File: src/rtl/raster_pkg.sv
package raster_pkg;
  localparam int TILE_W = 8;
  localparam int FY_W   = 3;
  localparam int PAT_W  = 1 + TILE_W + 1 + FY_W;

  typedef struct packed {
    logic reload;
    logic ntF;
    logic atF;
    logic patLo;
    logic patHi;
    logic incX;
    logic incY;
    logic setVbl;
    logic clrVbl;
  } seqStrb_t;
endpackage

File: src/rtl/raster_ctrl.sv
module raster_ctrl
  import raster_pkg::*;
#(
  parameter int DOTS       = 341,
  parameter int LINES      = 262,
  parameter int VIS_LINES  = 240,
  parameter int VBL_LINE   = 241,
  parameter int FETCH_DOTS = 256,
  parameter int COL2_DOT   = 328
) (
  input  logic                       clk,
  input  logic                       rst,
  input  logic                       renderEn,
  output logic [$clog2(DOTS)-1:0]    dotQ,
  output logic [$clog2(LINES)-1:0]   lineQ,
  output seqStrb_t                   strb
);
  localparam int DW = $clog2(DOTS);
  localparam int LW = $clog2(LINES);
  localparam logic [DW-1:0] LAST_DOT  = DW'(DOTS - 1);
  localparam logic [DW-1:0] SKIP_FROM = DW'(DOTS - 3);
  localparam logic [DW-1:0] ONE_DOT   = DW'(1);
  localparam logic [DW-1:0] FETCH_END = DW'(FETCH_DOTS);
  localparam logic [DW-1:0] COL2      = DW'(COL2_DOT);
  localparam logic [LW-1:0] PRE_LINE  = LW'(LINES - 1);
  localparam logic [LW-1:0] VIS_END   = LW'(VIS_LINES);
  localparam logic [LW-1:0] VBL       = LW'(VBL_LINE);

  logic          oddQ, oddN;
  logic [DW-1:0] dotN, dotM1;
  logic [LW-1:0] lineN;
  logic          rendLine, inFetch;
  logic [2:0]    phase;

  always_comb begin
    dotN  = dotQ + ONE_DOT;
    lineN = lineQ;
    oddN  = oddQ;
    if (dotQ == LAST_DOT) begin
      dotN = '0;
      if (lineQ == PRE_LINE) begin
        lineN = '0;
        oddN  = ~oddQ;
      end else begin
        lineN = lineQ + LW'(1);
      end
    end else if (lineQ == PRE_LINE && dotQ == SKIP_FROM && oddQ && renderEn) begin
      dotN = LAST_DOT;
    end
  end

  always_comb begin
    rendLine = (lineN < VIS_END) || (lineN == PRE_LINE);
    inFetch  = rendLine && (dotN >= ONE_DOT) && (dotN <= FETCH_END);
    dotM1    = dotN - ONE_DOT;
    phase    = dotM1[2:0];
    strb.reload = inFetch && (phase == 3'd0);
    strb.ntF    = inFetch && (phase == 3'd1);
    strb.atF    = inFetch && (phase == 3'd3);
    strb.patLo  = inFetch && (phase == 3'd5);
    strb.patHi  = inFetch && (phase == 3'd7);
    strb.incX   = rendLine && ((dotN == FETCH_END) || (dotN == COL2));
    strb.incY   = rendLine && (dotN == FETCH_END);
    strb.setVbl = (lineN == VBL) && (dotN == ONE_DOT);
    strb.clrVbl = (lineN == PRE_LINE) && (dotN == ONE_DOT);
  end

  always_ff @(posedge clk) begin
    if (rst) begin
      dotQ  <= '0;
      lineQ <= '0;
      oddQ  <= 1'b0;
    end else begin
      dotQ  <= dotN;
      lineQ <= lineN;
      oddQ  <= oddN;
    end
  end


  dot_range_chk: assert property (@(posedge clk) disable iff (rst) dotQ <= LAST_DOT);

  dot_wrap_chk: assert property (@(posedge clk) disable iff (rst)
    (dotQ == LAST_DOT) |=> (dotQ == '0));

  dot_skip_chk: assert property (@(posedge clk) disable iff (rst)
    (lineQ == PRE_LINE && dotQ == SKIP_FROM && oddQ && renderEn) |=> (dotQ == LAST_DOT));
endmodule

File: src/rtl/raster_dp.sv
module raster_dp
  import raster_pkg::*;
(
  input  logic               clk,
  input  logic               rst,
  input  seqStrb_t           strb,
  input  logic               nmiEn,
  input  logic               statusRd,
  input  logic               tableSel,
  input  logic [TILE_W-1:0]  tileIdx,
  input  logic [FY_W-1:0]    fineY,
  output logic               shiftReload,
  output logic               ntFetch,
  output logic               atFetch,
  output logic               patLoFetch,
  output logic               patHiFetch,
  output logic [PAT_W-1:0]   patAddr,
  output logic               incCol,
  output logic               incRow,
  output logic               vblank,
  output logic               nmi,
  output logic               flagClear
);
  logic vblN;

  always_comb begin
    if (strb.setVbl)                     vblN = 1'b1;
    else if (strb.clrVbl || statusRd)    vblN = 1'b0;
    else                                 vblN = vblank;
  end

  always_ff @(posedge clk) begin
    if (rst) begin
      shiftReload <= 1'b0;
      ntFetch     <= 1'b0;
      atFetch     <= 1'b0;
      patLoFetch  <= 1'b0;
      patHiFetch  <= 1'b0;
      patAddr     <= '0;
      incCol      <= 1'b0;
      incRow      <= 1'b0;
      vblank      <= 1'b0;
      nmi         <= 1'b0;
      flagClear   <= 1'b0;
    end else begin
      shiftReload <= strb.reload;
      ntFetch     <= strb.ntF;
      atFetch     <= strb.atF;
      patLoFetch  <= strb.patLo;
      patHiFetch  <= strb.patHi;
      patAddr     <= {tableSel, tileIdx, strb.patHi, fineY};
      incCol      <= strb.incX;
      incRow      <= strb.incY;
      vblank      <= vblN;
      nmi         <= vblN && nmiEn;
      flagClear   <= strb.clrVbl;
    end
  end


  fetch_onehot_chk: assert property (@(posedge clk) disable iff (rst)
    $onehot0({shiftReload, ntFetch, atFetch, patLoFetch, patHiFetch}));

  vbl_set_chk: assert property (@(posedge clk) disable iff (rst) strb.setVbl |=> vblank);

  vbl_clr_chk: assert property (@(posedge clk) disable iff (rst) strb.clrVbl |=> !vblank);

  nmi_gate_chk: assert property (@(posedge clk) disable iff (rst) nmi |-> vblank);
endmodule

File: src/rtl/raster_seq.sv
module raster_seq
  import raster_pkg::*;
#(
  parameter int DOTS       = 341,
  parameter int LINES      = 262,
  parameter int VIS_LINES  = 240,
  parameter int VBL_LINE   = 241,
  parameter int FETCH_DOTS = 256,
  parameter int COL2_DOT   = 328
) (
  input  logic                      clk,
  input  logic                      rst,
  input  logic                      renderEn,
  input  logic                      nmiEn,
  input  logic                      statusRd,
  input  logic                      tableSel,
  input  logic [7:0]                tileIdx,
  input  logic [2:0]                fineY,
  output logic [$clog2(DOTS)-1:0]   dotCnt,
  output logic [$clog2(LINES)-1:0]  lineCnt,
  output logic                      shiftReload,
  output logic                      ntFetch,
  output logic                      atFetch,
  output logic                      patLoFetch,
  output logic                      patHiFetch,
  output logic [12:0]               patAddr,
  output logic                      incCol,
  output logic                      incRow,
  output logic                      vblank,
  output logic                      nmi,
  output logic                      flagClear
);
  seqStrb_t strb;

  raster_ctrl #(
    .DOTS(DOTS), .LINES(LINES), .VIS_LINES(VIS_LINES),
    .VBL_LINE(VBL_LINE), .FETCH_DOTS(FETCH_DOTS), .COL2_DOT(COL2_DOT)
  ) u_ctrl (
    .clk(clk), .rst(rst), .renderEn(renderEn),
    .dotQ(dotCnt), .lineQ(lineCnt), .strb(strb)
  );

  raster_dp u_dp (
    .clk(clk), .rst(rst), .strb(strb), .nmiEn(nmiEn), .statusRd(statusRd),
    .tableSel(tableSel), .tileIdx(tileIdx), .fineY(fineY),
    .shiftReload(shiftReload), .ntFetch(ntFetch), .atFetch(atFetch),
    .patLoFetch(patLoFetch), .patHiFetch(patHiFetch), .patAddr(patAddr),
    .incCol(incCol), .incRow(incRow), .vblank(vblank), .nmi(nmi),
    .flagClear(flagClear)
  );
endmodule

File: config.mk
export PLATFORM = sky130hd
export DESIGN_NAME = raster_seq
export DESIGN_NICKNAME = d
export VERILOG_FILES = /design/src/rtl/raster_pkg.sv /design/src/rtl/raster_ctrl.sv /design/src/rtl/raster_dp.sv /design/src/rtl/raster_seq.sv
export SDC_FILE = /design/constraint.sdc
export NUM_CORES = 1
export LEC_CHECK = 0
export BUFFER_PORTS_ARGS = -buffer_cell sky130_fd_sc_hd__buf_2
export CAP_MARGIN = 10
export CORE_AREA = 2 2 58 71
export DETAILED_ROUTE_END_ITERATION = 12
export DIE_AREA = 0 0 60 73
export PLACE_DENSITY = 0.92
export RECOVER_POWER = 25
export SYNTH_ARGS = -nofsm -noshare
export SYNTH_HDL_FRONTEND = slang
export SYNTH_SLANG_ARGS = --single-unit
File: constraint.sdc
create_clock -name clk -period 5.5 [get_ports clk]
set_clock_uncertainty 0.05 [all_clocks]
set_input_delay 0.55 -clock clk [delete_from_list [all_inputs] [get_ports clk]]
set_output_delay 0.55 -clock clk [all_outputs]
set_load 0.01 [all_outputs]
== Yosys cells after proc, flatten, opt, wreduce, memory -nomap -nowiden ==
Cells that the tools add are included.
Storage, ports and cells
  register bits after elaboration: 42
  logic and storage cells: 59
  output and inout port bits: 41
Cells by class
  reductions and logical operators: 20
  order comparisons: 3
  muxes and demuxes: 6
  equal/unequal tests: 12
  bitwise logic cells: 1
  $add $sub $neg: 3
Operator list (number)
  == test 9 bit (second input constant): 6
  two-way mux 9 bit: 4
  adder 9 x 1 -> 9 bit (second input constant): 2
  logical AND 1 bit: 15
  == test 9 x 1 -> 1 bit (second input constant): 1
  == test 9 x 8 -> 1 bit (second input constant): 1
  >= comparator 9 x 1 -> 1 bit (second input constant): 1
  less-or-equal comparator 9 bit (second input constant): 1
  < comparator 9 x 8 -> 1 bit (second input constant): 1
  == test 3 bit (second input constant): 2
  == test 3 x 1 -> 1 bit (second input constant): 1
  == test 3 x 2 -> 1 bit (second input constant): 1
  zero test 3 bit: 1
  logical OR 1 bit: 3
  subtractor 3 x 1 -> 3 bit (second input constant): 1
  two-way mux 1 bit: 2
  AND reduction 2 bit: 1
  NOT 1 bit: 1

== Longest topological paths before layout ==
Gate-level depths: netlist of run 1.
  depth after elaboration: 12
  mapped depth: 10

== Modules after synthesis ==
From an unflattened synthesis of run 1, not the netlist that was laid out.
Unflattened totals
  cell total of the unflattened synthesis: 220
  area total of the unflattened synthesis: 2059.5 um2
By module, submodules not included
  raster_ctrl: instances 1, sequential area each 380.4 um2, area an instance 1440.1 um2, cells an instance 170
  raster_dp: instances 1, sequential area each 440.4 um2, area an instance 619.3 um2, cells an instance 50

== Worst setup path before layout of run 1 ==
No wires, ideal clock.
  path type: register -> register
  from: register u_ctrl.dotQ[3]
  to: register u_dp.ntFetch
  clock period less this slack: 2.559 ns
  buffers on the path: 2
  path slack: 2.941 ns
  data required time: 5.358 ns
  data arrival time: 2.417 ns
  stages on the path, launching flop included: 10
  setup time: 0.092 ns
  cell sequence: dfxtp_1 > buf_6 > nand4bb_4 > or3_1 > buf_6 > nor3_1 > xnor2_1 > nand4_2 > a221o_2 > nor4_1
On the way
  word-level cells in the longest chain between the ends: 10
Ends and longest elaborated chain
  start: declaration: RTL line raster_ctrl.sv:14  | output logic [$clog2(DOTS)-1:0] dotQ,
  start signal: assignment: RTL line raster_ctrl.sv:74  | dotQ <= dotN;
  parallel branches: the longest is 9 deep, another holds adder 9 x 1 -> 9 bit
  logical AND 1 bit (*): RTL line raster_ctrl.sv:58  | strb.ntF = inFetch && (phase == 3'd1);
  end signal: assignment: RTL line raster_dp.sv:47  | ntFetch <= strb.ntF;
  end: declaration: RTL line raster_dp.sv:13  | output logic ntFetch,
Mark *: on every way between the ends.
A chain may end at the register's enable or synchronous reset.

== Final worst setup path of run 1 ==
  from: register u_ctrl.dotQ[0]
  to: register u_dp.patLoFetch
On the way
  word-level cells in the longest chain between the ends: 10
Ends and longest elaborated chain
  parallel branches: the longest is 9 deep, another holds adder 9 x 1 -> 9 bit
  logical AND 1 bit (*): RTL line raster_ctrl.sv:60  | strb.patLo = inFetch && (phase == 3'd5);
  end signal: assignment: RTL line raster_dp.sv:49  | patLoFetch <= strb.patLo;
  end: declaration: RTL line raster_dp.sv:15  | output logic patLoFetch,
Marks and branches as above.

==> run summary, run 1 <==
The run gives 0 as the number of antenna violations at the first check in global routing. Dividing the synthesized area by the synthesized cell count gives 9.02 µm². CTS built an H-tree with a depth of 2.

The tools report the count of inserted antenna diode cells as 0. The run gives 288 as the number of nets at the end of the flow. The worst hold path belongs to the class primary input to flop.

The analysis attributes to cell leakage a power of 0.930 nW. Once detailed placement completed, the half-perimeter wirelength came to 3260 µm. By instance count, the leading cell after synthesis is sky130_fd_sc_hd__dfxtp_1. Clock tree synthesis selected as its root buffer the cell sky130_fd_sc_hd__clkbuf_8. By area the synthesized netlist is led by sky130_fd_sc_hd__dfxtp_1 (42%), sky130_fd_sc_hd__nor2b_1 (5.8%), sky130_fd_sc_hd__nor2_1 (4.1%). For this run, design rule violations remaining after detail routing come to 0. For the final hold violation count, the log shows 0. Setup repair after global routing left no endpoint under its margin.

58 I/O pins were placed. Clock-pin slew was measured on the worst setup and hold paths at 0.08 ns. Prior to clock tree synthesis, the placed netlist has a worst setup slack of 2.67 ns. At the worst endpoint, the required time is 5.65 ns.

The top cell type by area accounts for 42.3% of the synthesized area. The tools report the number of detailed-routing iterations run before antenna repair as 4. On the critical path, the stage with the largest delay is an instance of sky130_fd_sc_hd__nor2_2.

The tools report the number of max-cap violations as 0. The tools report the number of global-route vias before repair as 1546. The combined area of all synthesized cells was 1940 µm². The first global-routing pass estimated 6860 µm of wire. In the final routed layout, each cell accounts on average for 13.7 µm. For the total of cells resized after clock tree synthesis, the log shows 0. On the worst path, the slowest cell contributes a delay of 0.48 ns.

The tools report the aggregate negative setup slack as 0 ns. Yosys mapped a number of flops with a built-in enable equal to 0. The highest fanout seen on the critical path was 13. For the final RePlAce weighted congestion, the log shows 0.924. The core region is 3780 µm². The largest delay contributor family on the critical path was simple AND/OR/NAND/NOR gates. The overall track demand over capacity in global routing was 20.8%; the total via count in the routed design was 1736.

The share of flip-flops with an asynchronous set or reset came out at 0%. STA classifies the critical path startpoint as a flop. Input and output buffers added on the ports amount to 57. The run gives 49 as the distinct cell type count after synthesis. In the synthesized netlist, the cells that appear most often are sky130_fd_sc_hd__dfxtp_1 (41), sky130_fd_sc_hd__nor2_1 (21), sky130_fd_sc_hd__nor2b_1 (18).

For this run, the number of Yosys warnings is 0. Critical path start-end classification: flop to flop. Setup violations remaining at the end of the flow were counted as 0. The run gives 25 as the row count.

The area growth from synthesis to layout is 19.3%. The post-CTS setup buffer count was 0. The pin count of the biggest net entering global routing was 36; the starting density of the core was 51.2%. Worst path arrival time: 3.02 ns. The maximum root-to-sink buffer count came out at 2. The routed design has 4400 µm of wire. The run gives 237 as the synthesized net count.

Clock latency on the worst-skew pair, taken at its later pin, is 0.30 ns. The maximum vdd drop is 0.173 mV. The most area-hungry cell type in the Yosys netlist is sky130_fd_sc_hd__dfxtp_1. After clock tree synthesis, the flow added hold-fix buffers numbering 0. The fraction of final layout cells sized beyond drive strength 1 is 24.7%, and the y dimension of the die is 73 µm. The number of routed nets with antenna violations was 0. For the area of the die, the log shows 4380 µm². The transition time at the pin with the least slew margin came out at 1.45 ns. Of the available clock period, the critical path in the final layout requires 52.2%.

The number of clock sinks seen by CTS is 41. The run gives 0 as the leftover overflow at the end of global routing. The total clock buffers created by CTS is 5. The final count of pins violating max slew is 0, and the flip-flop and latch count after synthesis is 41.

The instance count of the mapped netlist was 215; the width of the chip was 60 µm. Setup slack on the worst reg-to-reg path comes out at 2.63 ns. Walking the worst path, the cells encountered are inv_1, ha_1, nand4b_1, nor2_2, a21oi_1, a311oi_2, nand4_2, a221o_2, nor4_1. The final critical-path required period is 2.87 ns, and the achievable clock frequency is 348 MHz. The power density normalized to cell area is 255 nW/µm². TritonCTS built the clock tree.

The worst pin sits at a relative slew slack of 3.00%. In the routed layout, each cell is associated on average with a via count of 5.41. The sequential share of the synthesized area was 42.3%; the final setup slack of the worst path was 2.63 ns. Total buffers and inverters traversed by the critical path: 1. The run finished with clean final reports.

After the first detailed-routing iteration, the DRC count stood at 56. Type of element capturing the critical path: a flop. The leading register cell type out of synthesis was sky130_fd_sc_hd__dfxtp_1.
## power by group
| group | internal, mW | switching [mW] |
|---|---|---|
| Combinational | 0.0248 | 0.0333 |
| Sequential | 0.306 | 0.00625 |
| Clock | 0.116 | 0.104 |
| Total | 0.447 | 0.144 |
## kinds of logic after synthesis
group	count (synthesis)	synth area share [%]
AND/OR/NAND/NOR	105	31.9
flip-flops	41	42.3
AO/OA/AOI/OAI	29	10.6
buffers and inverters	20	5.10
XOR/XNOR	13	5.87
adder cells (fa/ha/maj)	5	3.23
multiplexers	2	1.03
## placed cells by master, fill, tap and decap left out, types with 2 or more instances in the layout
master                     instances
sky130_fd_sc_hd__a21boi_0          2
sky130_fd_sc_hd__a21oi_1          10
sky130_fd_sc_hd__a311oi_1          2
sky130_fd_sc_hd__and3_1            2
sky130_fd_sc_hd__buf_2            48
sky130_fd_sc_hd__clkbuf_1          9
sky130_fd_sc_hd__clkbuf_8          7
sky130_fd_sc_hd__dfxtp_1          41
sky130_fd_sc_hd__ha_1              5
sky130_fd_sc_hd__inv_1             7
sky130_fd_sc_hd__mux2i_1           2
sky130_fd_sc_hd__nand2_1           9
sky130_fd_sc_hd__nand2b_1          5
sky130_fd_sc_hd__nand3_1           8
sky130_fd_sc_hd__nand4_1           2
sky130_fd_sc_hd__nand4b_1          3
sky130_fd_sc_hd__nor2_1           21
sky130_fd_sc_hd__nor2b_1          18
sky130_fd_sc_hd__nor3_1           10
sky130_fd_sc_hd__nor3b_1           2
sky130_fd_sc_hd__nor4_1            8
sky130_fd_sc_hd__nor4b_1           2
sky130_fd_sc_hd__o21ai_0           3
sky130_fd_sc_hd__o21ai_1           2
sky130_fd_sc_hd__or3_1             4
sky130_fd_sc_hd__xnor2_1           8
sky130_fd_sc_hd__xor2_1            5
## worst reg2reg max path: cells and delay by family (launching register included)
| family | cells | cell delay, ns |
|---|---|---|
| adders and majority gates | 1 | 0.20 |
| DFF | 1 | 0.38 |
| AOI/OAI and AO/OA | 3 | 0.92 |
| buffers and inverters | 1 | 0.11 |
| and+or+nand+nor | 4 | 1.13 |
## routing by layer
metal	vias to the layer above	routed length [µm]	global-route usage, %
li1	867	-	-
met1	796	1730	22.9
met2	62	2280	35.7
met3	11	260	4.43
met4	0	121	12.1
met5	-	0	0
## cell type report
type / instances / area [µm²]
Multi-Input combinational cell: 154 / 1020
Timing Repair Buffer: 57 / 274
Clock buffer: 7 / 96.3
Tap cell: 54 / 67.6
Clock inverter: 1 / 8.76
Fill cell: 327 / 1470
Sequential cell: 41 / 821
Inverter: 7 / 26.3
## per-stage QoR
stage / power (mW) / util [%] / hold slack [ns] / area [µm²] / instances
after floorplan: 0.356 / - / 0.404 / 1940 / 215
after global placement: 0.374 / 58.6 / 0.437 / 2220 / 313
after detailed placement: 0.378 / 58.6 / 0.442 / 2220 / 313
after CTS: 0.597 / 61.4 / 0.402 / 2320 / 321
after global routing: 0.615 / 61.1 / 0.400 / 2310 / 321
final: 0.591 / 61.1 / 0.413 / 2310 / 321
## final timing paths
kind | start | to | cells after the start
setup / recovery | u_ctrl.dotQ[0] | u_dp.patLoFetch | 9
hold reg to reg | u_ctrl.oddQ | u_ctrl.oddQ | 2
setup reg to reg | u_ctrl.dotQ[0] | u_dp.patLoFetch | 9
hold / removal | tileIdx[6] | u_dp.patAddr[10] | 2
## registers in the layout, indices dropped and copies added, names as in the netlist
register,flops
u_dp.patLoFetch,1
u_dp.shiftReload,1
u_dp.flagClear,1
u_dp.incCol,1
u_dp.nmi,1
u_ctrl.lineQ,9
u_dp.ntFetch,1
u_dp.patAddr,13
u_dp.incRow,1
u_ctrl.dotQ,9
u_ctrl.oddQ,1
u_dp.vblank,1
u_dp.atFetch,1
No activity file was read; power rests on OpenSTA's default activity.
==> run 2: changes to the inputs <==
--- a/config.mk
+++ b/config.mk
@@ -7,10 +7,10 @@
 export LEC_CHECK = 0
 export BUFFER_PORTS_ARGS = -buffer_cell sky130_fd_sc_hd__buf_2
 export CAP_MARGIN = 10
-export CORE_AREA = 2 2 58 71
+export CORE_AREA = 2 2 60 73
 export DETAILED_ROUTE_END_ITERATION = 12
-export DIE_AREA = 0 0 60 73
-export PLACE_DENSITY = 0.92
+export DIE_AREA = 0 0 62 75
+export PLACE_DENSITY = 0.88
 export RECOVER_POWER = 25
 export SYNTH_ARGS = -nofsm -noshare
 export SYNTH_HDL_FRONTEND = slang
==> constraint.sdc (replaced) <==
create_clock -name clk -period 3 [get_ports clk]
set_clock_uncertainty 0.05 [all_clocks]
set_input_delay 0.3 -clock clk [delete_from_list [all_inputs] [get_ports clk]]
set_output_delay 0.3 -clock clk [all_outputs]
set_load 0.01 [all_outputs]
==> run 2 against run 1 <==
Against the previous run: cell area is 0.92% higher; critical path type unchanged; first-iteration DRC count is 5.4% lower; non-clock buffer count is 3 higher; largest cell class unchanged; largest power group unchanged; total power is 88% higher; wire length is 0.71% lower; clock power is 95% higher.
==> run summary, run 2 (synthesis results as in run 1) <==
The flow ran to the end, and the final reports show no timing, DRC or antenna violations. For the final RePlAce weighted congestion, the log shows 0.834. In the final layout, the multi-input gates occupy 1020 µm². Once the floorplan was initialized, standard cells occupied 49.6% of the core. The floorplan step set the die height to 75 µm.

Cells with a size suffix above 1 make up 25.3% of the layout. The first detailed-routing pass took 4 iterations. The register with the most flip-flops in the final layout is u_dp.patAddr. The final number of setup-violating endpoints is 0, and the number of buffers inserted for hold repair after clock tree synthesis is 0. The run gives 0 as the post-CTS setup buffer count. The row count is 25. For the worst hold slack after final layout, the log shows 0.164 ns.

The final critical-path required period is 2.71 ns, and the area of the die is 4650 µm². The tools report the critical register-to-register path endpoint as u_dp.patLoFetch. Along the worst path, the maximum fanout reaches 9. For the number of I/O pins, the log shows 58. With fillers left out, the area of the finished cells amounts to 2330 µm².

The library cells used most frequently in the layout, excluding fill and tap cells, are sky130_fd_sc_hd__buf_2 (48), sky130_fd_sc_hd__dfxtp_1 (41), sky130_fd_sc_hd__nor2_1 (21), sky130_fd_sc_hd__nor2b_1 (18). For the global-route wire length before repair, the log shows 6860 µm. For this block, the routed nets add up to 4360 µm of wire. The logs give 0 for the number of max-cap violations and 1728 for the total via count in the routed design. For the non-filler instance count after layout, the log shows 323. Setup repair after global routing left no endpoint under its margin.

Number of clock sinks seen by CTS: 41. Across the VDD grid, the largest voltage drop is 0.310 mV. At the end of the flow, the number of nets in the layout was 291. The number of flip-flops in the largest register came out at 13. The normalized max-slew margin was 5.10%. For this run, the share of the core covered by cells in the final layout is 59.7%. TritonCTS built the clock tree. Global routing used 20.0% of the available tracks. The transition time at the pin with the least slew margin was 1.42 ns.

The count of inserted antenna diode cells came out at 0. The internal reg-to-reg setup slack is 0.29 ns. In this run the worst hold path is classified as primary input to flop. The tools report the worst-skew pair later-pin latency as 0.30 ns. Once the clock tree was built, the resizer swapped 0 gates to a different size. Total clock buffers created by CTS: 5. Maximum root-to-sink buffer count: 2. Average routed wire per standard cell: 13.5 µm. Summed over all failing endpoints, the final setup total negative slack is 0 ns. The mean number of vias per cell works out to 5.35. For the data required time at the worst endpoint, the log shows 3.15 ns.

Summed over all nets, the half-perimeter wirelength after detailed placement is 3220 µm. Counting tap cells, the placed design contains a total of 316 instances. The power density normalized to cell area is 476 nW/µm². The number of levels the H-tree was split into is 2, and the clock transition at the registers of the reported paths is 0.08 ns. Leftover overflow at the end of global routing: 0.

Measured along the x axis, the die boundary spans 62 µm. For the number of antenna violations at the first check in global routing, the log shows 0. Data on the critical path arrives at its endpoint at 2.86 ns. The final hold violation count is 0. The largest registers in the layout are u_dp.patAddr: 13 flops, u_ctrl.dotQ: 9 flops, u_ctrl.lineQ: 9 flops.

The critical path in this run is classified as flop to flop. The logs give 369 MHz for the achievable clock frequency and 1479 for the number of global-route vias before repair. The count of buffers added on input and output ports is 57.

The final count of pins violating max slew was 0. The critical path starts at u_ctrl.dotQ[5]. After layout, the worst path uses 90.3% of the clock period. In this run the critical register-to-register path is launched from u_ctrl.dotQ[5].

For this block, the initial DRC count from the detailed router was 53. The worst setup path is captured at a flop. Measured in cells, the most critical reg-to-reg path has a length of 7. The worst setup path is launched from a flop. In the routed design, unresolved DRC markers number 0. The most common cell after layout, fill and taps aside is sky130_fd_sc_hd__buf_2. In this run the worst setup path terminates at u_dp.patLoFetch. The area overhead of the layout relative to synthesis was 20.4%. The filler cells instantiated in the layout total 368.

The post-placement cell area came out at 2240 µm². The leakage power total is 0.945 nW. CTS placed an instance of sky130_fd_sc_hd__clkbuf_8 at the clock tree root. In this run the standard cell core region covers 3910 µm². The count of nets left with antenna violations once routing finished came out at 0. The pin count of the biggest net entering global routing was 36. Across the whole layout, storage elements account for 821 µm².
==> run 2: changes by cell type in the layout (fill, tap and decap cells not counted) <==
cell / delta
sky130_fd_sc_hd__inv_6: -1
sky130_fd_sc_hd__clkbuf_8: -2
sky130_fd_sc_hd__clkinv_2: +1
sky130_fd_sc_hd__buf_4: +3
sky130_fd_sc_hd__bufinv_16: +1
==> run 2: worst max-delay path: stages, from the launching register on <==
cell and delay [ns]:
sky130_fd_sc_hd__dfxtp_1 0.39, sky130_fd_sc_hd__nand4bb_4 0.31, sky130_fd_sc_hd__or3_1 0.54, sky130_fd_sc_hd__nor3_1 0.27
sky130_fd_sc_hd__xnor2_1 0.19, sky130_fd_sc_hd__nand4_2 0.17, sky130_fd_sc_hd__a221o_2 0.45, sky130_fd_sc_hd__nor4_1 0.26
==> run 2: area by class of cell <==
cell class	count	share of cell area, %
clock buffers	5	2.95
clock inverters	2	1.50
inverters	7	1.13
multi-input cells	154	43.7
flip-flops and latches	41	35.2
well taps	54	2.89
repair buffers	60	12.7
==> run 2: per-stage QoR <==
step,setup slack [ns],total power [mW]
finish,0.291,1.11
global route,0.0712,1.16
CTS,0.288,1.12
detailed placement,0.322,0.696
global placement,0.393,0.693
floorplan,0.441,0.653
==> run 2: where the power goes <==
group / total, mW / leakage, nW / internal [mW] / switching [mW]
Clock: 0.430 / 0.0540 / 0.242 / 0.188
Sequential: 0.572 / 0.335 / 0.562 / 0.0107
Combinational: 0.109 / 0.556 / 0.0480 / 0.0611
==> run 2: worst min path at each step <==
stage,from,to,slack [ns],cells past startpoint
finish,tileIdx[4],u_dp.patAddr[8],0.16,2
global route,fineY[1],u_dp.patAddr[1],0.16,2
CTS,fineY[1],u_dp.patAddr[1],0.15,2
detailed placement,u_dp.vblank,u_dp.nmi,0.45,2
global placement,u_ctrl.oddQ,u_ctrl.oddQ,0.45,2
floorplan,fineY[0],u_dp.patAddr[0],0.38,1
==> run 2: routing by layer <==
layer	part of all wire (%)	up-vias	GRT usage, %
met5	0	-	0
met4	1.6	0	8.51
met3	4.8	6	5.67
met2	54	48	32.1
met1	40	818	24.9
li1	-	856	-
